`src/rtl/fgc_pkg.sv`:
```
package fgc_pkg;

  typedef enum logic [1:0] {
    OP_HOLD  = 2'd0,
    OP_INC   = 2'd1,
    OP_DEC   = 2'd2,
    OP_FLUSH = 2'd3
  } cnt_op_e;

endpackage

```
`src/rtl/fgc_rst_sync.sv`:
```
module fgc_rst_sync #(
  parameter int STAGES = 2
) (
  input  logic clk,
  input  logic rst_n,
  output logic rst_sync_n
);

  logic [STAGES-1:0] sync_q;

  generate
    for (genvar i = 0; i < STAGES; i++) begin : g_stage
      if (i == 0) begin : g_first
        always_ff @(posedge clk or negedge rst_n) begin
          if (!rst_n) sync_q[i] <= 1'b0;
          else        sync_q[i] <= 1'b1;
        end
      end else begin : g_rest
        always_ff @(posedge clk or negedge rst_n) begin
          if (!rst_n) sync_q[i] <= 1'b0;
          else        sync_q[i] <= sync_q[i-1];
        end
      end
    end
  endgenerate

  assign rst_sync_n = sync_q[STAGES-1];

endmodule

```
`src/rtl/fgc_thresh_reg.sv`:
```
module fgc_thresh_reg #(
  parameter int W       = 4,
  parameter int RST_VAL = 2
) (
  input  logic         clk,
  input  logic         rst_n,
  input  logic         wr_en,
  input  logic [W-1:0] wr_data,
  output logic [W-1:0] thr
);

  logic [W-1:0] thr_q;
  logic [W-1:0] thr_d;

  always_comb begin
    thr_d = thr_q;
    if (wr_en) thr_d = wr_data;
  end

  always_ff @(posedge clk or negedge rst_n) begin
    if (!rst_n)     thr_q <= W'(RST_VAL);
    else if (wr_en) thr_q <= thr_d;
  end

  assign thr = thr_q;

endmodule

```
`src/rtl/fgc_counter.sv`:
```
module fgc_counter
  import fgc_pkg::*;
#(
  parameter int W = 4
) (
  input  logic         clk,
  input  logic         rst_n,
  input  cnt_op_e      op,
  input  logic [W-1:0] flush_amt,
  output logic [W-1:0] cnt
);

  localparam logic [W-1:0] CNT_MAX = {W{1'b1}};

  logic [W-1:0] cnt_q;
  logic [W-1:0] cnt_d;
  logic         cnt_en;

  always_comb begin
    cnt_d = cnt_q;
    unique case (op)
      OP_INC:   if (cnt_q != CNT_MAX) cnt_d = cnt_q + 1'b1;
      OP_DEC:   if (cnt_q != '0)      cnt_d = cnt_q - 1'b1;
      OP_FLUSH: cnt_d = (flush_amt >= cnt_q) ? '0 : (cnt_q - flush_amt);
      default:  cnt_d = cnt_q;
    endcase
  end

  assign cnt_en = (op != OP_HOLD);

  always_ff @(posedge clk or negedge rst_n) begin
    if (!rst_n)      cnt_q <= '0;
    else if (cnt_en) cnt_q <= cnt_d;
  end

  assign cnt = cnt_q;

endmodule

```
`src/rtl/fgc_stall_gen.sv`:
```
module fgc_stall_gen #(
  parameter int W = 4
) (
  input  logic         clk,
  input  logic         rst_n,
  input  logic [W-1:0] cnt,
  input  logic [W-1:0] thr,
  output logic         stall
);

  logic stall_q;
  logic stall_d;
  logic stall_en;

  always_comb begin
    stall_d  = (cnt > thr);
    stall_en = (stall_d != stall_q);
  end

  always_ff @(posedge clk or negedge rst_n) begin
    if (!rst_n)        stall_q <= 1'b0;
    else if (stall_en) stall_q <= stall_d;
  end

  assign stall = stall_q;

endmodule

```
`src/rtl/fetch_gate_ctrl.sv`:
```
module fetch_gate_ctrl
  import fgc_pkg::*;
#(
  parameter int CNT_W       = 4,
  parameter int THR_RST     = 2,
  parameter int SYNC_STAGES = 2
) (
  input  logic             clk,
  input  logic             rst_n,
  input  logic             dec_lowconf,
  input  logic             res_lowconf,
  input  logic             flush_valid,
  input  logic [CNT_W-1:0] flush_cnt,
  input  logic             thr_wr_en,
  input  logic [CNT_W-1:0] thr_wr_data,
  output logic             fetch_stall,
  output logic [CNT_W-1:0] lc_count
);

  logic             rst_sync_n;
  logic [CNT_W-1:0] thr_val;
  logic [CNT_W-1:0] cnt_val;
  cnt_op_e          cnt_op;

  fgc_rst_sync #(.STAGES(SYNC_STAGES)) u_rst_sync (
    .clk        (clk),
    .rst_n      (rst_n),
    .rst_sync_n (rst_sync_n)
  );

  // Flush wins over everything; a matched inc/dec pair cancels.
  always_comb begin
    if (flush_valid)                     cnt_op = OP_FLUSH;
    else if (dec_lowconf && !res_lowconf) cnt_op = OP_INC;
    else if (res_lowconf && !dec_lowconf) cnt_op = OP_DEC;
    else                                 cnt_op = OP_HOLD;
  end

  fgc_thresh_reg #(.W(CNT_W), .RST_VAL(THR_RST)) u_thr (
    .clk     (clk),
    .rst_n   (rst_sync_n),
    .wr_en   (thr_wr_en),
    .wr_data (thr_wr_data),
    .thr     (thr_val)
  );

  fgc_counter #(.W(CNT_W)) u_cnt (
    .clk       (clk),
    .rst_n     (rst_sync_n),
    .op        (cnt_op),
    .flush_amt (flush_cnt),
    .cnt       (cnt_val)
  );

  fgc_stall_gen #(.W(CNT_W)) u_stall (
    .clk   (clk),
    .rst_n (rst_sync_n),
    .cnt   (cnt_val),
    .thr   (thr_val),
    .stall (fetch_stall)
  );

  assign lc_count = cnt_val;

endmodule

```
`config.mk`:
```
export PLATFORM = sky130hd
export DESIGN_NAME = fetch_gate_ctrl
export DESIGN_NICKNAME = d
export VERILOG_FILES = /design/src/rtl/fgc_pkg.sv /design/src/rtl/fgc_rst_sync.sv /design/src/rtl/fgc_thresh_reg.sv /design/src/rtl/fgc_counter.sv /design/src/rtl/fgc_stall_gen.sv /design/src/rtl/fetch_gate_ctrl.sv
export SDC_FILE = /design/constraint.sdc
export NUM_CORES = 1
export LEC_CHECK = 0
export CAP_MARGIN = 20
export CELL_PAD_IN_SITES_DETAIL_PLACEMENT = 0
export CELL_PAD_IN_SITES_GLOBAL_PLACEMENT = 2
export CORE_MARGIN = 2
export CORE_UTILIZATION = 34
export CTS_BUF_LIST = sky130_fd_sc_hd__clkbuf_2 sky130_fd_sc_hd__clkbuf_4 sky130_fd_sc_hd__clkbuf_8
export DETAILED_ROUTE_END_ITERATION = 10
export GPL_ROUTABILITY_DRIVEN = 0
export PLACE_DENSITY = 0.95
export SLEW_MARGIN = 20
export SYNTH_ARGS = -nofsm -noshare
export SYNTH_HDL_FRONTEND = slang
export SYNTH_SLANG_ARGS = --single-unit
```
`constraint.sdc`:
```
create_clock -name clk -period 1.3 [get_ports clk]
set_input_delay 0.13 -clock clk [delete_from_list [all_inputs] [get_ports clk]]
set_output_delay 0.13 -clock clk [all_outputs]
set_load 0.01 [all_outputs]
```
==> reports/results.tsv <==
stage	metric	value	unit
clock_tree	CTS Buf Count	3	
synth	combinational family with the most area after synthesis	compound AO/OA/AOI/OAI gates	
die	chip height	54.1	um
synth	Post-synth EDFFs	0	
die	Initial Util	35.1	%
place	Port Buf Inserts	18	
synth	Synth Area in Simple Gates	15.2	%
timing	# setup viols final	5	
worst_setup_path	CP Class	register to register	
timing	RSZ-0062 raised after global routing	yes	
synth	Yosys cell types	36	
place	DP Area	1190	sq um
timing	Final Max Tran Viols	0	
worst_setup_path	crit path max fanout	5	
synth	number of synthesized register bits	11	
power_and_ir_drop	internal power	1.22	mW
synth	multiplexer share of the synthesized area	2.64	%
synth	Yosys Warn Count	0	
cells_and_area	commonest non-fill, non-tap cell in the layout	buf_4	
worst_setup_path	R2R depth	8	
route	drt drc	0	
worst_setup_path	Critical Path Max Stage Delay	0.40	ns
power_and_ir_drop	cell area power density	1480	nW/um^2
power_and_ir_drop	Seq pwr share	23.8	%
cells_and_area	layout net count	157	
route	via count	842	
worst_setup_path	CP max-delay cell	dfrtp_2	
synth	Synth area leaders	dfrtp_1, ha_1, inv_1	
cells_and_area	share of layout cells above drive strength 1	41.7	%
die	IO Pins	19	
clock_tree	H-tree levels	1	
run_status	status	finished, violations left	
die	Core Box Area	2430	sq um
die	row cnt	18	
global_routing	first-pass GRT wire length	3590	um
worst_setup_path	crit path cell chain	inv_2 -> ha_4 -> fa_2 -> nor2b_1 -> o21a_1 -> o21ai_4 -> nor3_2 -> o32a_1	
cells_and_area	area of the multi-input gates	599	sq um
cells_and_area	Register Area	279	sq um
route	drt wl/cell	14.0	um
worst_setup_path	reg-to-reg endpoint	u_cnt.cnt[1]	
synth	Synth area leader	dfrtp_1	
power_and_ir_drop	combinational fraction of design power	63.2	%
worst_setup_path	Worst Path Arrival	1.98	ns
timing	hold_ws	0.133	ns
clock_tree	clock root buffer	clkbuf_4	
worst_setup_path	reg-to-reg slack, setup	-0.47	ns
synth	Compound-Gate Fraction of Synth Area	22.0	%
power_and_ir_drop	Tot Pwr	1.99	mW
power_and_ir_drop	switching power	0.763	mW
clock_tree	insertion delay to the later sink of the worst-skew pair	0.27	ns
clock_tree	CTS Buffer Depth	2	
global_routing	vias in the first global route	838	
timing	f_max	0.565	GHz
synth	Syn Inst Count	90	
power_and_ir_drop	worst vdd ir	0.802	mV
global_routing	largest net degree at the start of global routing	10	
synth	register area share after synthesis	32.4	%
worst_setup_path	CP startpoint kind	register	
power_and_ir_drop	LEAKAGE	0.641	nW
route	Post-Route WL	2280	um
power_and_ir_drop	clock network power share	13.0	%
synth	async set or reset register ratio after synthesis	100	%
cells_and_area	most frequent cells in the layout	buf_4, clkdlybuf4s50_1, inv_1	
global_routing	overall routing resource usage	17.9	%
worst_setup_path	Req. time, crit path	1.50	ns
cells_and_area	final instance area	1340	sq um
route	ANT nets after route	0	
synth	Most used DFF post-synth	dfrtp_1	
timing	ratio of final minimum period to clock period	136	%
clock_tree	# clock sinks	11	
clock_tree	CTS tree	yes	
synth	Post-Synth Adder-Cell Area	15.5	%
synth	Synth Net Count	114	
timing	Final min period	1.77	ns
timing	fin worst setup slack	-0.471	ns
worst_hold_path	Hold Crit Class	register to async pin	
flow_run	total of max-cap violations	0	
power_and_ir_drop	Sw Ratio	38.4	%
synth	Synth Area in XOR/XNOR	3.07	%
run_status	failing checks	negative setup slack	
timing	clk_skew	0.00667	ns
synth	Syn Area/Cell	9.50	sq um
cells_and_area	final core occ	55.1	%
synth	share of the synthesized area in the top cell type	29.3	%
worst_setup_path	worst setup path startpoint	u_cnt.cnt[0]	
worst_setup_path	CP Capture Type	register	
worst_setup_path	reg2reg start	u_cnt.cnt[0]	
cells_and_area	Area Growth Syn to Fin	56.8	%
route	vias per inst	5.20	
route	DRT Pass-1 Iters	4	
clock_tree	Clk pin slew, worst setup/hold paths	0.07	ns
global_routing	initial antenna violation count	0	
timing	Final Hold Viols	0	
synth	synthesized cell area	855	sq um
place	Post-DP HPWL	1540	um
worst_setup_path	Critical Path Sink	u_cnt.cnt[1]	
global_routing	total gr overflow	0	
route	initial drt markers	11	
cells_and_area	fillers	226	
die	Die Span X	54.1	um
die	die area	2930	sq um
cells_and_area	# diodes	0	
synthesized netlist by cell type (2+ instances only):
cell type	number
mux2_2	2
a21oi_1	5
a41oi_1	2
xor2_1	2
o21a_1	2
o21ai_1	2
nor2_1	7
buf_6	3
o32ai_1	2
nand2_1	4
inv_1	10
ha_1	9
o21ai_0	4
dfrtp_1	10
nand3_1	3
nor2b_1	3
power by group through the flow:
stage	Combinational (mW)	Clock, mW	Sequential, mW
after floorplan	0.570	0	0.514
after detailed placement	1.05	0	0.470
after global placement	1.04	0	0.469
final	1.25	0.258	0.473
after global routing	1.38	0.298	0.481
after CTS	1.12	0.270	0.465
metrics by stage:
| stage | setup slack, ns | instances | setup TNS (ns) |
|---|---|---|---|
| after global routing | -0.544 | 162 | -2.37 |
| after global placement | -0.685 | 153 | -2.72 |
| after detailed placement | -0.715 | 153 | -2.82 |
| after floorplan | -0.486 | 90 | -1.72 |
| after CTS | -0.457 | 159 | -1.89 |
| final | -0.471 | 162 | -1.93 |
area by class of cell:
| type | count | share of cell area (%) |
|---|---|---|
| Tap cell | 30 | 2.80 |
| Timing Repair Buffer | 41 | 26.3 |
| Clock buffer | 4 | 2.24 |
| Multi-Input combinational cell | 65 | 44.7 |
| Sequential cell | 11 | 20.8 |
| Inverter | 11 | 3.08 |
worst min-delay path by stage:
stage	start	end	slack (ns)	cells after the start
5_1_grt	u_rst_sync.rst_sync_n	u_cnt.cnt[3]	0.17	0
3_3_place_gp	u_rst_sync.rst_sync_n	u_thr.thr[0]	0.15	0
6_report	u_rst_sync.rst_sync_n	u_cnt.cnt[3]	0.13	0
4_1_cts	rst_n	u_rst_sync.sync_q[0]	0.006	1
2_1_floorplan	rst_n	u_rst_sync.rst_sync_n	-0.17	0
3_5_place_dp	u_rst_sync.rst_sync_n	u_thr.thr[3]	0.15	0
cells by family (layout without fill, tap and decap cells):
kind of cell	Yosys count	in the layout
mux	2	2
xor+xnor	3	3
flops	11	11
simple gates	24	24
fa+ha+maj	10	10
other cells	1	1
compound gates	25	25
buf+inv	14	56
what timing repair did:
item	in CTS	in global routing
endpoints found under the setup margin	9	9
setup buffers	3	2
hold buffers	0	1
resized for setup	22	12
pin swaps	7	4
hold endpoints to repair	0	2
critical path, delay by kind of cell, from the launching register on:
kind | cells | cell delay (ns)
compound gates | 3 | 0.43
fa+ha+maj | 2 | 0.51
buf+inv | 1 | 0.06
flops | 1 | 0.40
simple gates | 2 | 0.29
sequential cells by signal (all words and copies together), names as in the netlist:
signal,flops
u_stall.stall,1
u_rst_sync.rst_sync_n,1
u_rst_sync.sync_q,1
u_cnt.cnt,4
u_thr.thr,4
per-layer routing:
| metal | vias up | share of wire [%] | global-route usage, % |
|---|---|---|---|
| li1 | 404 | - | - |
| met1 | 413 | 40 | 19.7 |
| met2 | 21 | 55 | 32.1 |
| met3 | 4 | 3.6 | 3.61 |
| met4 | 0 | 1.1 | 8.75 |
| met5 | - | 0 | 0 |
Note: power is estimated with default switching activity, not from simulation.
